**src/rtl/link_init_pkg.sv**
```systemverilog
package link_init_pkg;

  typedef enum logic [2:0] {
    ST_RECOVER  = 3'd0,
    ST_WAIT     = 3'd1,
    ST_READY    = 3'd2,
    ST_STARTED  = 3'd3,
    ST_CONNECT  = 3'd4,
    ST_RUN      = 3'd5
  } link_state_e;

  typedef struct packed {
    logic nul;
    logic fct;
    logic chr;
    logic disc;
    logic par;
    logic esc;
    logic cred;
  } rx_ev_t;

  localparam int unsigned ERR_N = 4;

  // cycles for a duration in tenths of a microsecond
  function automatic int unsigned cyc_for(input int unsigned clk_hz, input int unsigned tenth_us);
    int unsigned mhz;
    int unsigned c;
    mhz = clk_hz / 1_000_000;
    c = (mhz * tenth_us) / 10;
    return (c == 0) ? 1 : c;
  endfunction

endpackage

```
**src/rtl/link_phase_timer.sv**
```systemverilog
module link_phase_timer #(
  parameter int unsigned N_LIM = 3,
  parameter int unsigned CNT_W = 12,
  parameter int unsigned LIMITS [N_LIM] = '{1, 1, 1}
) (
  input  logic             clk_i,
  input  logic             rst_ni,
  input  logic             restart_i,
  output logic [N_LIM-1:0] hit_o
);

  localparam logic [CNT_W-1:0] CNT_MAX = '1;

  logic [CNT_W-1:0] cnt_q;

  always_ff @(posedge clk_i or negedge rst_ni) begin
    if (!rst_ni)               cnt_q <= '0;
    else if (restart_i)        cnt_q <= '0;
    else if (cnt_q != CNT_MAX) cnt_q <= cnt_q + 1'b1;
  end

  for (genvar g = 0; g < N_LIM; g++) begin : g_cmp
    assign hit_o[g] = (cnt_q == CNT_W'(LIMITS[g] - 1));
  end

endmodule

```
**src/rtl/link_state_fsm.sv**
```systemverilog
module link_state_fsm
  import link_init_pkg::*;
(
  input  logic        clk_i,
  input  logic        rst_ni,
  input  logic        start_i,
  input  logic        auto_start_i,
  input  logic        disable_i,
  input  rx_ev_t      ev_i,
  input  logic        recover_done_i,
  input  logic        wait_done_i,
  input  logic        timeout_i,
  output link_state_e state_o,
  output logic        restart_o
);

  link_state_e state_q, state_d;
  logic        err_any, bad_char;

  assign err_any  = ev_i.disc | ev_i.par | ev_i.esc | ev_i.cred;
  assign bad_char = ev_i.fct | ev_i.chr;

  always_comb begin
    state_d = state_q;
    unique case (state_q)
      ST_RECOVER: if (recover_done_i) state_d = ST_WAIT;
      ST_WAIT: begin
        if (err_any || bad_char) state_d = ST_RECOVER;
        else if (wait_done_i)    state_d = ST_READY;
      end
      ST_READY: begin
        if (err_any || bad_char) state_d = ST_RECOVER;
        else if (!disable_i && (start_i || (auto_start_i && ev_i.nul)))
          state_d = ST_STARTED;
      end
      ST_STARTED: begin
        if (disable_i || err_any || bad_char || timeout_i) state_d = ST_RECOVER;
        else if (ev_i.nul)                                 state_d = ST_CONNECT;
      end
      ST_CONNECT: begin
        // error or stray character beats a token in the same cycle
        if (disable_i || err_any || ev_i.chr || timeout_i) state_d = ST_RECOVER;
        else if (ev_i.fct)                                 state_d = ST_RUN;
      end
      ST_RUN: if (disable_i || err_any) state_d = ST_RECOVER;
      default: state_d = ST_RECOVER;
    endcase
  end

  always_ff @(posedge clk_i or negedge rst_ni) begin
    if (!rst_ni) state_q <= ST_RECOVER;
    else         state_q <= state_d;
  end

  assign state_o   = state_q;
  assign restart_o = (state_d != state_q);

  logic rx_fct_w;
  assign rx_fct_w = ev_i.fct;

  p_ready_start_r3: assert property (@(posedge clk_i) disable iff (!rst_ni)
    (state_q == ST_READY && start_i && !disable_i && !err_any && !bad_char)
    |=> state_q == ST_STARTED);

  p_disable_blocks_r5: assert property (@(posedge clk_i) disable iff (!rst_ni)
    (state_q == ST_READY && disable_i) |=> state_q != ST_STARTED);

  p_run_entry_r8: assert property (@(posedge clk_i) disable iff (!rst_ni)
    (state_q == ST_RUN && $past(state_q) != ST_RUN)
    |-> ($past(state_q) == ST_CONNECT && $past(rx_fct_w)));

  p_run_err_exit_r10: assert property (@(posedge clk_i) disable iff (!rst_ni)
    (state_q == ST_RUN && err_any) |=> state_q == ST_RECOVER);

  p_start_timeout_r7: assert property (@(posedge clk_i) disable iff (!rst_ni)
    (state_q == ST_STARTED && timeout_i) |=> state_q == ST_RECOVER);

  p_wait_entry_r2: assert property (@(posedge clk_i) disable iff (!rst_ni)
    (state_q == ST_WAIT && $past(state_q) == ST_RECOVER) |-> $past(recover_done_i));

endmodule

```
**src/rtl/link_err_report.sv**
```systemverilog
module link_err_report
  import link_init_pkg::*;
(
  input  logic             clk_i,
  input  logic             rst_ni,
  input  logic             in_run_i,
  input  logic [ERR_N-1:0] err_i,
  output logic [ERR_N-1:0] flag_o
);

  logic [ERR_N-1:0] flag_q;

  for (genvar g = 0; g < ERR_N; g++) begin : g_flag
    always_ff @(posedge clk_i or negedge rst_ni) begin
      if (!rst_ni) flag_q[g] <= 1'b0;
      else         flag_q[g] <= in_run_i & err_i[g];
    end
  end

  assign flag_o = flag_q;

  p_flag_single_r10: assert property (@(posedge clk_i) disable iff (!rst_ni)
    (|flag_q) |=> !(|flag_q));

  // R11 credit flag shares this rule
  p_flag_left_run_r12: assert property (@(posedge clk_i) disable iff (!rst_ni)
    (|flag_q) |-> !in_run_i);

endmodule

```
**src/rtl/link_init_ctrl.sv**
```systemverilog
module link_init_ctrl
  import link_init_pkg::*;
#(
  parameter int unsigned SYS_CLK_HZ = 200_000_000
) (
  input  logic clk_i,
  input  logic rst_ni,
  input  logic start_i,
  input  logic auto_start_i,
  input  logic disable_i,
  input  logic rx_null_i,
  input  logic rx_fct_i,
  input  logic rx_char_i,
  input  logic disc_err_i,
  input  logic par_err_i,
  input  logic esc_err_i,
  input  logic cred_err_i,
  output logic started_o,
  output logic connecting_o,
  output logic running_o,
  output logic tx_en_o,
  output logic tx_fct_o,
  output logic tx_data_o,
  output logic err_disc_o,
  output logic err_par_o,
  output logic err_esc_o,
  output logic err_cred_o
);

  localparam int unsigned RECOVER_CYC = cyc_for(SYS_CLK_HZ, 64);
  localparam int unsigned WAIT_CYC    = cyc_for(SYS_CLK_HZ, 128);
  localparam int unsigned TIMEOUT_CYC = cyc_for(SYS_CLK_HZ, 128);
  localparam int unsigned MAX_A       = (RECOVER_CYC > WAIT_CYC) ? RECOVER_CYC : WAIT_CYC;
  localparam int unsigned MAX_CYC     = (MAX_A > TIMEOUT_CYC) ? MAX_A : TIMEOUT_CYC;
  localparam int unsigned CNT_W       = $clog2(MAX_CYC + 1);
  localparam int unsigned N_LIM       = 3;
  localparam int unsigned LIM_TAB [N_LIM] = '{RECOVER_CYC, WAIT_CYC, TIMEOUT_CYC};

  rx_ev_t           ev;
  link_state_e      state;
  logic             restart;
  logic [N_LIM-1:0] hit;
  logic [ERR_N-1:0] err_vec, flag_vec;

  assign ev = '{nul: rx_null_i, fct: rx_fct_i, chr: rx_char_i,
                disc: disc_err_i, par: par_err_i, esc: esc_err_i, cred: cred_err_i};

  link_phase_timer #(
    .N_LIM  (N_LIM),
    .CNT_W  (CNT_W),
    .LIMITS (LIM_TAB)
  ) u_timer (
    .clk_i     (clk_i),
    .rst_ni    (rst_ni),
    .restart_i (restart),
    .hit_o     (hit)
  );

  link_state_fsm u_fsm (
    .clk_i          (clk_i),
    .rst_ni         (rst_ni),
    .start_i        (start_i),
    .auto_start_i   (auto_start_i),
    .disable_i      (disable_i),
    .ev_i           (ev),
    .recover_done_i (hit[0]),
    .wait_done_i    (hit[1]),
    .timeout_i      (hit[2]),
    .state_o        (state),
    .restart_o      (restart)
  );

  assign err_vec = {disc_err_i, par_err_i, esc_err_i, cred_err_i};

  link_err_report u_err (
    .clk_i    (clk_i),
    .rst_ni   (rst_ni),
    .in_run_i (state == ST_RUN),
    .err_i    (err_vec),
    .flag_o   (flag_vec)
  );

  assign started_o    = (state == ST_STARTED);
  assign connecting_o = (state == ST_CONNECT);
  assign running_o    = (state == ST_RUN);
  assign tx_en_o      = started_o | connecting_o | running_o;
  assign tx_fct_o     = connecting_o | running_o;
  assign tx_data_o    = running_o;
  assign {err_disc_o, err_par_o, err_esc_o, err_cred_o} = flag_vec;

endmodule

```
**config.mk**
```make
export PLATFORM = sky130hd
export DESIGN_NAME = link_init_ctrl
export DESIGN_NICKNAME = d
export VERILOG_FILES = /design/src/rtl/link_init_pkg.sv /design/src/rtl/link_phase_timer.sv /design/src/rtl/link_state_fsm.sv /design/src/rtl/link_err_report.sv /design/src/rtl/link_init_ctrl.sv
export SDC_FILE = /design/constraint.sdc
export NUM_CORES = 1
export LEC_CHECK = 0
export ABC_AREA = 1
export ABC_CLOCK_PERIOD_IN_PS = 4100
export CAP_MARGIN = 20
export CORE_ASPECT_RATIO = 1.1
export CORE_MARGIN = 2
export CORE_UTILIZATION = 30
export DETAILED_ROUTE_END_ITERATION = 10
export HOLD_SLACK_MARGIN = 0.1
export SLEW_MARGIN = 20
export SYNTH_ARGS = -nofsm -noshare
export SYNTH_HDL_FRONTEND = slang
export SYNTH_SLANG_ARGS = --single-unit
```
**constraint.sdc**
```tcl
create_clock -name clk_i -period 4.1 [get_ports clk_i]
set_input_delay 0.82 -clock clk_i [delete_from_list [all_inputs] [get_ports clk_i]]
set_output_delay 0.82 -clock clk_i [all_outputs]
set_load 0.02 [all_outputs]
```
-- Word-level counts from Yosys, hierarchy flattened
Cells that the tools add are included.
- register bits: 19
- output and inout bits: 10
- logic and storage cells: 52
- add/subtract/negate cells: 1
- equality and inequality tests: 9
- muxes and demuxes: 13
- bitwise operators: 11
- reductions and logical operators: 12
- operators by type and width (kind ; number):
    two-way mux 3 bit ; 10
    two-way mux 12 bit ; 2
    case mux 3 bit (6 select lines) ; 1
    adder 12 x 1 -> 12 bit, second input constant ; 1
    equality test 12 x 11 -> 1 bit, second input constant ; 1
    equality test 12 bit, second input constant ; 1
    != test 12 bit, second input constant ; 1
    logical OR 1 bit ; 7
    bitwise OR 1 bit ; 7
    equality test 3 x 2 -> 1 bit, second input constant ; 2
    equality test 3 bit, second input constant ; 2
    bitwise AND 1 bit ; 4
    equality test 3 x 1 -> 1 bit, second input constant ; 1
    logical NOT 3 bit ; 1
    != test 3 bit ; 1
    logical AND 1 bit ; 2
    nonzero test 2 bit ; 1
    logical NOT 1 bit ; 1

-- Logic depth before layout (Yosys ltp)
Gate-level depths: netlist of run 1.
- word-level depth: 10
- gate-level depth with buffers: 13

-- Modules after synthesis
A second synthesis of run 1 with hierarchy kept.
- cells, all modules: 180
- area, all modules: 1272.5 µm²
- by module, submodules not included (module ; times used ; cells an instance ; area each (µm²)):
    link_phase_timer ; 1 ; 94 ; 735.7
    link_state_fsm ; 1 ; 63 ; 357.8
    link_err_report ; 1 ; 12 ; 130.1
    link_init_ctrl ; 1 ; 11 ; 48.8

-- Worst setup path after synthesis of run 1
Ideal clock, no wire load.
- path type: reg-to-output
- start point: reg u_fsm.state_q[0] (netlist: u_fsm.state_o[0])
- end point: out tx_en_o
- data arrival time: 1.303 ns
- setup slack: 1.977 ns
- cell stages (with the launch flop): 5
- path buffers: 0
- cells stage by stage: dfrtp_1 -> inv_2 -> nor3_2 -> inv_1 -> nand3_1
- RTL lines (item ; RTL line ; RTL):
    from (decl) ; link_state_fsm.sv:17 ; link_state_e state_q, state_d;
    from (signal assigned) ; link_state_fsm.sv:52 ; else state_q <= state_d;
    equality test 3 bit ; link_init_ctrl.sv:85 ; assign running_o = (state == ST_RUN);
    named net running_o ; link_init_ctrl.sv:20 ; output logic running_o,
    bitwise OR 1 bit ; link_init_ctrl.sv:86 ; assign tx_en_o = started_o | connecting_o | running_o;
    to (decl) ; link_init_ctrl.sv:21 ; output logic tx_en_o,
The timed path passes the listed nets, and every way through them passes these cells.

-- Worst setup path in the final report of run 1
- start point: reg u_fsm.state_q[0] (netlist: u_fsm.state_o[0])
- end point: out tx_en_o
- longest elaborated chain between the ends: 3
- ends and longest elaborated chain (item ; RTL line):
    equality test 3 x 2 -> 1 bit / equality test 3 bit (equally long branches) ; link_init_ctrl.sv:83, link_init_ctrl.sv:84
    bitwise OR 1 bit ; link_init_ctrl.sv:86
    bitwise OR 1 bit (*) ; link_init_ctrl.sv:86
Mark *: on every way between the ends. The rest lies on a longest branch, timed or not.

==> metrics.txt, run 1 <==
share of total power in combinational logic=0.231; Reg clk slew, reported paths=0.08 ns; n_diodes=0; DRT Pass-1 Iters=6; CP Max Fanout=7; M1 GR Usage=0.1672; DP HPWL=2122 microns; maximum clock rate=347.3 MHz; Cell Area, Placed=1499 sq um; Worst Hold Class=register to register; final non-filler cell total=239; GRT met3 Usage=0.02512; Slew @ Worst Pin=0.8595 ns; number of fillers in the final layout=431; final wirelength=2675 microns; worst skew pair latency=0.26 ns; RSZ-0062 raised after global routing=no; Critical Path RT=3.28 ns; GR met2 Demand/Resource=0.2086; fin util=0.3905; register area share after synthesis=0.3827; Die Ht=71.50 microns; hold bufs inserted after CTS=0; Tcrit/Tclk final=0.7023; row count=24; Antenna Violating Nets Remaining=0; Power Density=330.7 nW/um^2; cell area after synthesis=1242 sq um; Ports=22; WP data arrival=2.06 ns; Worst VDD drop=119.8 uV; Pint=0.3423 mW; Post-CTS Setup Repair Bufs=0; Clock Tree Buf Depth=2; Inst Count DP=235; Vias per Instance=4.577; aggregate global-route resource usage=0.1252; yosys warns=0; Num CTS Buffers=3; Resize count post-CTS=0; Clk pwr share=0.263; final-report hold violation count=0; Yosys reg bits=19; Final Wtd Congestion=0.8472; vias in the first global route=1040; Worst slew margin=0.4252; Root Buffer Master=clkbuf_8; Avg Synthesized Cell Area=7.576 sq um; Setup TNS=0 ns; CTS tree=yes; largest net degree at the start of global routing=20; initial core utilization=0.3134; initial antenna violation count=0; GRT overflow=0; Final #Nets=201; Yosys cell types=25; layout cells sized above 1=0.1818; run status=complete, no violations; DRT iter0 DRCs=65; CP endpoint kind=output port; Net Sw Power=0.1695 mW; first-pass GRT wire length=4623 microns; Mapped Nets=177; DIE AREA=4673 sq um; # port buffers=21; Sink Count=19; endpoints failing setup=0; MaxCap Viol Count=0; Die X=65.36 microns; clk_skew=0.004952 ns; crit path kind=register to output port; R2R Setup Slk=2.03 ns; switching part of the total=0.3312; Residual DRC=0; Fin Hold WS=0.6129 ns; Reg power frac=0.506; H-tree Lvls=1; vias=1094; Design Area, Final=1548 sq um; busiest layer in global routing=met2; CP Launch Type=register; Lkg Pwr=0.6997 nW; wire per inst=11.19 microns; Tmin final=2.879 ns; Post-Synthesis Cells=164; synthesis-to-finish area growth=24.57%; Final Max Tran Viols=0; Core Region=3964 sq um
power by group through the flow:
stage	Sequential [mW]	Combinational (mW)	Clock, mW
after floorplan	0.252	0.0905	0
after global placement	0.262	0.116	0
after detailed placement	0.261	0.120	0
after CTS	0.259	0.120	0.139
after global routing	0.267	0.137	0.145
final	0.259	0.118	0.134
cells in the final DEF, fill, tap and decap left out:
master,n
a21oi_1,2
clkbuf_8,3
clkdlybuf4s50_1,21
clkinvlp_4,1
dfrtp_1,19
ha_1,1
inv_1,21
inv_2,4
nand2_1,26
nand2_2,5
nand3_1,15
nand3_2,4
nand3b_1,3
nand4_1,5
nor2_1,25
nor2_2,10
nor2_4,5
nor3_1,3
nor3_2,2
o21ai_0,3
o21ai_1,1
o21bai_1,1
o22ai_1,1
o41ai_1,1
xnor2_1,2
xor2_1,3
worst paths after layout:
| kind | to | cells after the start | start |
|---|---|---|---|
| setup reg to reg | u_timer.cnt_q[1]$_DFFE_PN0P_ | 11 | u_timer.cnt_q[0]$_DFFE_PN0P_ |
| setup / recovery | tx_en_o | 5 | u_fsm.state_o[0]$_DFF_PN0_ |
| min in group asynchronous | u_timer.cnt_q[5]$_DFFE_PN0P_ | 1 | rst_ni |
| hold / removal | u_timer.cnt_q[0]$_DFFE_PN0P_ | 2 | u_timer.cnt_q[0]$_DFFE_PN0P_ |
| max in group asynchronous | u_timer.cnt_q[9]$_DFFE_PN0P_ | 1 | rst_ni |
| hold reg to reg | u_timer.cnt_q[0]$_DFFE_PN0P_ | 2 | u_timer.cnt_q[0]$_DFFE_PN0P_ |
cells in the mapped netlist, drive strengths merged:
| master | number | area [sq um] |
|---|---|---|
| nor2 | 40 | 212.7 |
| nand2 | 31 | 128.9 |
| inv | 25 | 93.84 |
| dfrtp | 19 | 475.5 |
| nand3 | 19 | 115.1 |
| nand4 | 5 | 31.28 |
| nor3 | 5 | 35.03 |
| o21ai | 4 | 20.01 |
| nand3b | 3 | 22.52 |
| xor2 | 3 | 26.28 |
| a21oi | 2 | 10.01 |
| buf | 2 | 18.77 |
| xnor2 | 2 | 17.52 |
| ha | 1 | 12.51 |
| o21bai | 1 | 7.510 |
| o22ai | 1 | 6.260 |
| o41ai | 1 | 8.760 |
routing by layer:
| metal | routed length, microns | up-vias | part of all wire |
|---|---|---|---|
| met5 | 0 | - | 0 |
| met4 | 38 | 0 | 0.014 |
| met3 | 99 | 7 | 0.037 |
| met2 | 1276 | 23 | 0.48 |
| met1 | 1261 | 499 | 0.47 |
| li1 | - | 565 | - |
cells by family (layout without fill, tap and decap cells):
logic type,Yosys count,count (layout),synth area share
xor gates and xnor gates,5,5,0.03525
adders and majority gates,1,1,0.01007
AOI/OAI and AO/OA,9,9,0.04230
DFF,19,19,0.3827
buffers and inverters,27,50,0.09064
and+or+nand+nor,103,103,0.4391
metrics by stage:
step                setup WS, ns  power, mW
floorplan                  1.977     0.3428
global placement           1.439     0.3786
detailed placement         1.369     0.3816
CTS                        1.194     0.5176
global route               1.099     0.5493
finish                     1.221     0.5119
worst max-delay path: stages (launching register included):
cell,delay [ns]
dfrtp_1,0.49
inv_2,0.07
nor3_2,0.34
inv_1,0.18
nand3_1,0.11
clkdlybuf4s50_1,0.60
registers in the layout (all words and copies together), names as in the netlist:
register / cells
u_fsm.state_o: 3
u_timer.cnt_q: 12
u_err.flag_o: 4
final cells by class:
type	count	area, sq um	share of cell area
clock buffer	3	41.29	0.02668
clock inverter	1	7.507	0.004850
inverter	25	93.84	0.06063
multi-input combinational	118	654.4	0.4228
sequential	19	475.5	0.3072
tap	52	65.06	0.04204
timing repair buffer	21	210.2	0.1358
Power figures use the tool's default switching activity.
==> run 2, diff against run 1 <==
--- a/config.mk
+++ b/config.mk
@@ -6,7 +6,7 @@
 export NUM_CORES = 1
 export LEC_CHECK = 0
 export ABC_AREA = 1
-export ABC_CLOCK_PERIOD_IN_PS = 4100
+export ABC_CLOCK_PERIOD_IN_PS = 2450
 export CAP_MARGIN = 20
 export CORE_ASPECT_RATIO = 1.1
 export CORE_MARGIN = 2
==> constraint.sdc (replaced) <==
create_clock -name clk_i -period 2.45 [get_ports clk_i]
set_input_delay 0.49 -clock clk_i [delete_from_list [all_inputs] [get_ports clk_i]]
set_output_delay 0.49 -clock clk_i [all_outputs]
set_load 0.02 [all_outputs]
==> metrics.txt, run 2 (same netlist as run 1, synthesis figures left out) <==
Clock Tree Buf Depth=2 (unchanged); MaxCap Viol Count=0 (unchanged); initial core utilization=0.3134 (unchanged); Critical Path RT=1.96 ns (was 3.28 ns); Design Area, Final=1578 sq um (was 1548 sq um); WP data arrival=1.82 ns (was 2.06 ns); Resize count post-CTS=0 (unchanged); Inst Count DP=239 (was 235); final worst slack=0.1397 ns (was 1.221 ns); most frequent cells in the layout=nand2_1 (26), nor2_1 (25), inv_1 (21), clkdlybuf4s50_1 (21), dfrtp_1 (19) (unchanged); Multi-input gate area=654.4 sq um (unchanged); Power Density=539.0 nW/um^2 (was 330.7 nW/um^2); Cell Area, Placed=1529 sq um (was 1499 sq um); clk_skew=0.008488 ns (was 0.004952 ns); Fin Hold WS=0.5586 ns (was 0.6129 ns); hold bufs inserted after CTS=0 (unchanged); R2R Setup Slk=0.49 ns (was 2.03 ns); Residual DRC=0 (unchanged); endpoints failing setup=0 (unchanged); DP HPWL=2004 microns (was 2122 microns); Final Wtd Congestion=0.8661 (was 0.8472); Post-CTS Setup Repair Bufs=0 (unchanged); synthesis-to-finish area growth=26.99% (was 24.57%); Total Power=0.8504 mW (was 0.5119 mW); largest net degree at the start of global routing=20 (unchanged); CP Launch Type=register (unchanged); final wirelength=2544 microns (was 2675 microns); row count=24 (unchanged); Sink Count=19 (unchanged); Lkg Pwr=0.7196 nW (was 0.6997 nW); first-pass GRT wire length=4353 microns (was 4623 microns); Setup TNS=0 ns (unchanged); Num CTS Buffers=3 (unchanged); Root Buffer Master=clkbuf_8 (unchanged); GRT overflow=0 (unchanged); Final #Nets=205 (was 201); DRT Pass-1 Iters=4 (was 6); Antenna Violating Nets Remaining=0 (unchanged); aggregate global-route resource usage=0.1200 (was 0.1252); layout cells sized above 1=0.1990 (was 0.1818); Largest register FFs=12 (unchanged); Vias per Instance=4.465 (was 4.577); Core Region=3964 sq um (unchanged); crit path kind=register to output port (unchanged); R2R Path Start=u_timer.cnt_q[0]$_DFFE_PN0P_ (unchanged); final non-filler cell total=243 (was 239); vias in the first global route=1029 (was 1040); n_diodes=0 (unchanged); RSZ-0062 raised after global routing=no (unchanged); Die Ht=71.50 microns (unchanged); Worst VDD drop=169.0 uV (was 119.8 uV); Final Max Tran Viols=0 (unchanged); Register Area=475.5 sq um (unchanged); Slew @ Worst Pin=0.2897 ns (was 0.8595 ns); # port buffers=21 (unchanged); Reg clk slew, reported paths=0.08 ns (about the same); initial antenna violation count=0 (unchanged); DIE AREA=4673 sq um (unchanged); Tmin final=2.310 ns; fin util=0.3980 (was 0.3905); wire per inst=10.47 microns (was 11.19 microns); Largest Register=u_timer.cnt_q (unchanged); maximum clock rate=432.8 MHz; run status=complete, no violations (unchanged); CP endpoint kind=output port (unchanged); Die X=65.36 microns (unchanged); vias=1085 (was 1094); commonest non-fill, non-tap cell in the layout=nand2_1 (unchanged); number of fillers in the final layout=423 (was 431); CTS tree=yes (unchanged); Ports=22 (unchanged); H-tree Lvls=1 (unchanged); dpl ws=0.1579 ns (was 1.369 ns); CP Max Fanout=7 (unchanged); Reg-to-Reg End=u_timer.cnt_q[11]$_DFFE_PN0P_ (was u_timer.cnt_q[1]$_DFFE_PN0P_); DRT iter0 DRCs=46 (was 65); R2R depth=9 (was 11); final-report hold violation count=0 (unchanged); Tcrit/Tclk final=0.9430; worst skew pair latency=0.26 ns (about the same); Worst slew margin=0.8054 (was 0.4252); Worst Hold Class=input port to asynchronous set/reset pin (was register to register)
[run 2: how the worst max path moves through the flow]
stage	end	slack [ns]	cells after the start	from
after floorplan	tx_en_o	0.66	4	u_fsm.state_o[0]$_DFF_PN0_
after detailed placement	u_timer.cnt_q[0]$_DFFE_PN0P_	0.16	12	par_err_i
after global placement	u_timer.cnt_q[1]$_DFFE_PN0P_	0.21	12	par_err_i
after CTS	tx_en_o	0.12	5	u_fsm.state_o[0]$_DFF_PN0_
final	tx_en_o	0.14	5	u_fsm.state_o[0]$_DFF_PN0_
after global routing	tx_en_o	0.02	5	u_fsm.state_o[0]$_DFF_PN0_
[run 2: area by class of cell]
cell class	count	share of cell area
Tap cell	52	0.04124
Clock inverter	1	0.004758
Inverter	25	0.05948
Multi-Input combinational cell	118	0.4148
Timing Repair Buffer	25	0.1523
Clock buffer	3	0.02617
Sequential cell	19	0.3013
[run 2: power by group]
part	internal, mW	switching (mW)	total (mW)
combinational	0.0893	0.105	0.194
clock	0.115	0.109	0.224
sequential	0.370	0.0622	0.432
total	0.574	0.277	0.850
[run 2: metal layers]
layer / GRT usage / wire, microns
met1: 0.1512 / 1203
met2: 0.1916 / 1200
met3: 0.04239 / 101
met4: 0.03935 / 38
met5: 0 / 0
[run 2: worst max-delay path, cell delays in order (launching register included)]
cell	delay (ns)
dfrtp_1	0.48
inv_2	0.07
nor3_2	0.17
inv_1	0.14
nand3_1	0.09
clkdlybuf4s50_1	0.61
